`src/rtl/pktstat_pkg.sv`:
```
package pktstat_pkg;

  localparam int FLG_N     = 10;
  localparam int FLG_CHERR = 0;
  localparam int FLG_HASH  = 1;
  localparam int FLG_DST   = 2;
  localparam int FLG_SRC   = 3;
  localparam int FLG_HDR   = 4;
  localparam int FLG_MODE  = 5;
  localparam int FLG_DONE  = 6;
  localparam int FLG_ZERO  = 7;
  localparam int FLG_WAIT  = 8;
  localparam int FLG_REQ   = 9;

  // datapath error strobes occupy flag bits ERR_LO .. ERR_LO+ERR_N-1
  localparam int ERR_N  = 5;
  localparam int ERR_LO = FLG_HASH;
  // fault flags that stop the engine: chain fault plus all datapath errors
  localparam int FAULT_HI = ERR_LO + ERR_N - 1;

  typedef enum logic [1:0] {
    ACT_STOP  = 2'd0,
    ACT_FETCH = 2'd1,
    ACT_WAIT  = 2'd2
  } act_e;

endpackage

```
`src/rtl/pktstat_counter.sv`:
```
// Saturating pending-packet counter with simultaneous increment and decrement.
module pktstat_counter #(
  parameter int CNT_W = 8
) (
  input  logic             clk,
  input  logic             rst_n,
  input  logic             soft_rst,
  input  logic             inc_wr,
  input  logic [CNT_W-1:0] inc_val,
  input  logic             dec_en,
  output logic [CNT_W-1:0] count_q,
  output logic [CNT_W-1:0] count_nxt
);

  localparam int EXT_W = CNT_W + 2;
  localparam logic [EXT_W-1:0] MAX_EXT = {2'b00, {CNT_W{1'b1}}};

  logic [EXT_W-1:0] sum_ext;
  logic [EXT_W-1:0] dec_ext;
  logic             cnt_ce;

  always_comb begin
    sum_ext = {2'b00, count_q};
    if (inc_wr) begin
      sum_ext = sum_ext + {2'b00, inc_val};
    end
    dec_ext = sum_ext;
    if (dec_en && (sum_ext != '0)) begin
      dec_ext = sum_ext - 1'b1;
    end
    if (dec_ext > MAX_EXT) begin
      dec_ext = MAX_EXT;
    end
    if (soft_rst) begin
      count_nxt = '0;
    end else begin
      count_nxt = dec_ext[CNT_W-1:0];
    end
    cnt_ce = soft_rst | inc_wr | dec_en;
  end

  always_ff @(posedge clk or negedge rst_n) begin
    if (!rst_n) begin
      count_q <= '0;
    end else if (cnt_ce) begin
      count_q <= count_nxt;
    end
  end

endmodule

```
`src/rtl/pktstat_flags.sv`:
```
// Sticky status flags, request summary and tag latch.
module pktstat_flags
  import pktstat_pkg::*;
#(
  parameter int TAG_W = 8
) (
  input  logic                 clk,
  input  logic                 rst_n,
  input  logic                 soft_rst,
  input  logic                 test_irq,
  input  logic                 pkt_done,
  input  logic [TAG_W-1:0]     pkt_tag,
  input  logic                 pkt_chain,
  input  logic                 pkt_dec,
  input  logic                 pkt_irq,
  input  logic [ERR_N-1:0]     err_vec,
  input  logic                 nxt_zero,
  input  logic                 w1c_wr,
  input  logic [FLG_N-1:0]     w1c_mask,
  output logic [FLG_N-1:0]     flags_q,
  output logic [TAG_W-1:0]     tag_q
);

  logic [FLG_N-1:0] set_vec;
  logic [FLG_N-1:0] clr_vec;
  logic [TAG_W-1:0] tag_nxt;
  logic             tag_ce;

  // event detection
  always_comb begin
    set_vec = '0;
    set_vec[FLG_CHERR] = pkt_done & ~pkt_chain & ~nxt_zero;
    set_vec[ERR_LO +: ERR_N] = err_vec;
    set_vec[FLG_DONE]  = pkt_done & pkt_irq;
    set_vec[FLG_ZERO]  = pkt_done & pkt_dec & nxt_zero;
    set_vec[FLG_WAIT]  = pkt_done & pkt_chain & nxt_zero;
    set_vec[FLG_REQ]   = (|set_vec[FAULT_HI:0]) | set_vec[FLG_DONE]
                       | set_vec[FLG_ZERO] | (set_vec[FLG_WAIT] & test_irq);
    clr_vec = w1c_wr ? w1c_mask : '0;
  end

  // one sticky cell per flag; a set event wins over a clear
  for (genvar g = 0; g < FLG_N; g++) begin : g_flag
    logic bit_nxt;
    logic bit_ce;

    always_comb begin
      bit_ce  = soft_rst | set_vec[g] | clr_vec[g];
      bit_nxt = soft_rst ? 1'b0 : (set_vec[g] | (flags_q[g] & ~clr_vec[g]));
    end

    always_ff @(posedge clk or negedge rst_n) begin
      if (!rst_n) begin
        flags_q[g] <= 1'b0;
      end else if (bit_ce) begin
        flags_q[g] <= bit_nxt;
      end
    end
  end

  always_comb begin
    tag_ce  = soft_rst | pkt_done;
    tag_nxt = soft_rst ? '0 : pkt_tag;
  end

  always_ff @(posedge clk or negedge rst_n) begin
    if (!rst_n) begin
      tag_q <= '0;
    end else if (tag_ce) begin
      tag_q <= tag_nxt;
    end
  end

endmodule

```
`src/rtl/pktstat_action.sv`:
```
// Decides what the engine does next from the count and the flags.
module pktstat_action
  import pktstat_pkg::*;
#(
  parameter int CNT_W = 8
) (
  input  logic [CNT_W-1:0] count_q,
  input  logic [FLG_N-1:0] flags_q,
  output act_e             act
);

  logic fault;

  always_comb begin
    fault = |flags_q[FAULT_HI:0];
    if (fault) begin
      act = ACT_STOP;
    end else if (count_q != '0) begin
      act = ACT_FETCH;
    end else if (flags_q[FLG_WAIT]) begin
      act = ACT_WAIT;
    end else begin
      act = ACT_STOP;
    end
  end

endmodule

```
`src/rtl/pktstat_ctrl.sv`:
```
module pktstat_ctrl
  import pktstat_pkg::*;
#(
  parameter int CNT_W = 8,
  parameter int TAG_W = 8
) (
  input  logic             clk,
  input  logic             rst_n,
  input  logic             soft_rst,
  input  logic             irq_en,
  input  logic             test_irq,
  input  logic             inc_wr,
  input  logic [CNT_W-1:0] inc_val,
  input  logic             pkt_done,
  input  logic [TAG_W-1:0] pkt_tag,
  input  logic             pkt_chain,
  input  logic             pkt_dec,
  input  logic             pkt_irq,
  input  logic             err_mode,
  input  logic             err_hdr,
  input  logic             err_src,
  input  logic             err_dst,
  input  logic             err_hash,
  input  logic             w1c_wr,
  input  logic [9:0]       w1c_mask,
  output logic [CNT_W-1:0] count,
  output logic [9:0]       flags,
  output logic [TAG_W-1:0] tag,
  output logic             irq,
  output logic [1:0]       next_act
);

  logic [CNT_W-1:0] count_nxt;
  logic [ERR_N-1:0] err_vec;
  logic             dec_en;
  logic             nxt_zero;
  act_e             act;

  always_comb begin
    dec_en   = pkt_done & pkt_dec;
    nxt_zero = (count_nxt == '0);
    err_vec  = {err_mode, err_hdr, err_src, err_dst, err_hash};
  end

  pktstat_counter #(.CNT_W(CNT_W)) u_cnt (
    .clk       (clk),
    .rst_n     (rst_n),
    .soft_rst  (soft_rst),
    .inc_wr    (inc_wr),
    .inc_val   (inc_val),
    .dec_en    (dec_en),
    .count_q   (count),
    .count_nxt (count_nxt)
  );

  pktstat_flags #(.TAG_W(TAG_W)) u_flg (
    .clk       (clk),
    .rst_n     (rst_n),
    .soft_rst  (soft_rst),
    .test_irq  (test_irq),
    .pkt_done  (pkt_done),
    .pkt_tag   (pkt_tag),
    .pkt_chain (pkt_chain),
    .pkt_dec   (pkt_dec),
    .pkt_irq   (pkt_irq),
    .err_vec   (err_vec),
    .nxt_zero  (nxt_zero),
    .w1c_wr    (w1c_wr),
    .w1c_mask  (w1c_mask),
    .flags_q   (flags),
    .tag_q     (tag)
  );

  pktstat_action #(.CNT_W(CNT_W)) u_act (
    .count_q (count),
    .flags_q (flags),
    .act     (act)
  );

  always_comb begin
    irq      = irq_en & flags[FLG_REQ];
    next_act = act;
  end

endmodule

```
`config.mk`:
```
export PLATFORM = sky130hd
export DESIGN_NAME = pktstat_ctrl
export DESIGN_NICKNAME = d
export VERILOG_FILES = /design/src/rtl/pktstat_pkg.sv /design/src/rtl/pktstat_counter.sv /design/src/rtl/pktstat_flags.sv /design/src/rtl/pktstat_action.sv /design/src/rtl/pktstat_ctrl.sv
export SDC_FILE = /design/constraint.sdc
export NUM_CORES = 1
export LEC_CHECK = 0
export BUFFER_PORTS_ARGS = -buffer_cell sky130_fd_sc_hd__buf_2
export CAP_MARGIN = 20
export CORE_MARGIN = 1.5
export CORE_UTILIZATION = 54
export DETAILED_ROUTE_END_ITERATION = 7
export GPL_ROUTABILITY_DRIVEN = 1
export PLACE_DENSITY = 0.86
export SYNTH_ARGS = -nofsm -noshare
export SYNTH_HDL_FRONTEND = slang
export SYNTH_HIERARCHICAL = 1
export SYNTH_SLANG_ARGS = --single-unit
```
`constraint.sdc`:
```
create_clock -name clk -period 12.3 [get_ports clk]
set_clock_uncertainty 0.15 [all_clocks]
set_input_delay 0 -clock clk [delete_from_list [all_inputs] [get_ports clk]]
set_output_delay 0 -clock clk [all_outputs]
set_load 0.01 [all_outputs]
```
==> impl_metrics.yaml <==
yosys:
  synthSimpleGateAreaFrac_pct: 22.13
  synthMuxAreaShare_pct: 5.531
  ys_types: 64
  netlist_area_um2: 2013
  synth_compound_area_share_pct: 26.79
  yosys_warnings: 6
  synth_edf_count: 0
  syn_inst: 227
  ys_ff_latch: 26
  ys_seq_area_share_pct: 32.32
  avgSynthCellArea_um2: 8.869
  synth_area_leader_cell: "dfrtp_1"
  synthFlopType: "dfrtp_1"
  syn-num-nets: 280
  synth_fa_ha_area_share_pct: 7.209
  synthArstFlopShare_pct: 100.0
  ys_top_cells_by_count: "dfrtp_1, nor2_1, a21oi_1, nand2_1"
  netlist.area_leader.share_pct: 32.32
  synth_top_family_by_area: "compound AO/OA/AOI/OAI gates"
  yosys-top-cells-area: "dfrtp_1, ha_1, mux2i_1"
  synthXorXnorAreaFrac_pct: 1.740
critical_path:
  r2r_cells: 17
  arrival_ps: 5580
  rrSetupSlack_ps: 6790
  timing.rr.end: "u_flg/flags_q[9]"
  start_kind: "register"
  required_ps: 12370
  worst-path-max-fanout: 16
  worstSetupEndpointType: "register"
  path_class: "reg2reg"
  r2r-start: "u_cnt/count_q[0]"
grt:
  first_global_vias: 2159
  grt_max_degree: 36
  track_usage_pct: 33.58
  grt_first_pass_wirelength_mm: 10.45
  grt-ovfl-total: 0
  antenna_found_initial: 0
floorplan:
  core-area_um2: 3633
  die_w_um: 64.06
  rows: 22
  start_util_pct: 55.41
  die_y_um: 64.06
  dieArea_um2: 4104
  ioPinCount: 71
finish:
  fin_util_pct: 74.72
  seqCellArea_um2: 650.6
  drive_above_1_share_pct: 28.13
  fillers: 242
  nets: 374
  antenna_cells: 0
  multi_input_area_um2: 1276
  fin_area_um2: 2715
  syn_to_final_growth_pct: 34.87
outcome:
  outcome: "finished clean"
placed_design:
  gp_congestion: 0.9628
  dp_hpwl_mm: 3.867
  port_buffers: 70
  dpl_worst_slack_ps: 7961
  place_area_um2: 2360
timing:
  layout_worst_path_cycle_share_pct: 44.80
  worstMarginPinSlew_ps: 742.8
  setup_slack_ps: 6790
  finalSetupTns_ps: 0
  final_max_slew_viol_count: 0
  hold_viol: 0
  setup_violations: 0
  min_period_ps: 5510
  max_slew_margin_pct: 49.96
  rsz0062_at_grt: "false"
  fmax_mhz: 181.5
cts:
  numClockSinks: 26
  cts_tree: "done"
  clock_latency_ps: 280
  cts_max_level: 1
  cts_buffers: 3
  cts_resized: 0
  clock_tree.root_cell: "clkbuf_8"
  ctsLongestPathBuffers: 2
  clk_pin_slew_ps: 90
detailed_routing:
  drt_iter0_drc: 193
  drt_wl_total_mm: 6.634
  ant_nets: 0
  drc_errors: 0
  viasPerCell: 6.394
  vias: 2353
  wl_per_cell_um: 18.03
  drtPass1Iterations: 5
worst_hold_path:
  worstHoldStart: "pkt_done"
  min_path_type: "in2reg"
  min_to: "u_flg/tag_q[3]"
  hold_depth: 3
power:
  peakVddDrop_mv: 0.1253
  pwr_density_cell_nw_per_um2: 171.4
  power_leakage_nw: 1.281
job:
  cap_violations: 0
## routing by layer
| metal | GRT usage, % | routed length (um) |
|---|---|---|
| met5 | 0 | 0 |
| met2 | 57.03 | 3397 |
| met4 | 20.11 | 317 |
| met1 | 39.18 | 2420 |
| met3 | 6.162 | 499 |
## placed cells by master, fill, tap and decap left out, types with 5 or more instances in the layout
cell,n
mux2i_1,10
nor2_1,26
o211ai_1,5
a31oi_1,9
nand3_1,8
buf_2,70
and2_1,5
a21oi_1,18
nand2_1,14
dlygate4sd3_1,30
ha_1,10
inv_1,5
dfrtp_1,26
o21ai_0,8
## how the worst max path moves through the flow
stage	start	to	slack, ps	depth (start not counted)
floorplan	u_cnt/count_q[0]	u_flg/flags_q[9]	8380	17
global placement	u_cnt/count_q[0]	u_flg/flags_q[9]	8110	15
detailed placement	u_cnt/count_q[0]	u_flg/flags_q[9]	7960	15
CTS	u_cnt/count_q[0]	u_flg/flags_q[9]	7100	16
global route	u_cnt/count_q[0]	u_flg/flags_q[9]	6520	17
finish	u_cnt/count_q[0]	u_flg/flags_q[9]	6790	17
## critical path: stages (launching register included)
cell           delay [ps]
dfrtp_1               400
ha_1                  200
inv_1                  60
fa_1                  480
nand2_1                50
o21ai_0               290
ha_1                  320
and3_1                220
o2111a_1              270
o211ai_1              130
o21ai_2               280
o22ai_1               170
or4_1                 560
nor2_1                360
nand4_1               130
dlygate4sd3_1         590
a31oi_1               200
dlygate4sd3_1         580
## state kept, by name, summed over array words and instances, names as in the netlist
signal / flops
u_flg/tag_q: 8
u_cnt/count_q: 8
u_flg/flags_q: 10
## cells by family (layout without fill, tap and decap cells)
kind of cell / count (synthesis) / after routing
DFF: 26 / 26
xor gates and xnor gates: 4 / 4
buffers and inverters: 17 / 110
AOI/OAI and AO/OA: 74 / 74
muxes: 11 / 11
and+or+nand+nor: 84 / 84
adders and majority gates: 11 / 11
## where the power goes
group,internal [mW],switching (mW)
Sequential,0.101,0.0235
Combinational,0.116,0.169
Clock,0.0287,0.0271
## layout make-up
cell class | instances | area share, %
clock buffers | 4 | 2.028
well taps | 48 | 2.212
flip-flops and latches | 26 | 23.96
multi-input cells | 184 | 47.00
inverters | 6 | 0.8295
repair buffers | 100 | 23.96
## stage by stage
step	total power [mW]	hold slack [ps]	std cells
4_1_cts	0.4439	66.21	368
3_3_place_gp	0.3755	-131.0	334
5_1_grt	0.4952	67.41	368
2_1_floorplan	0.3132	-445.6	227
6_report	0.4654	71.92	368
3_5_place_dp	0.3797	-132.3	334
## timing repair
action	4_1_cts	5_1_grt
endpoints found under the hold margin	44	0
buffers inserted	0	0
hold buffers	30	0
Note: power is estimated with default switching activity, not from simulation.
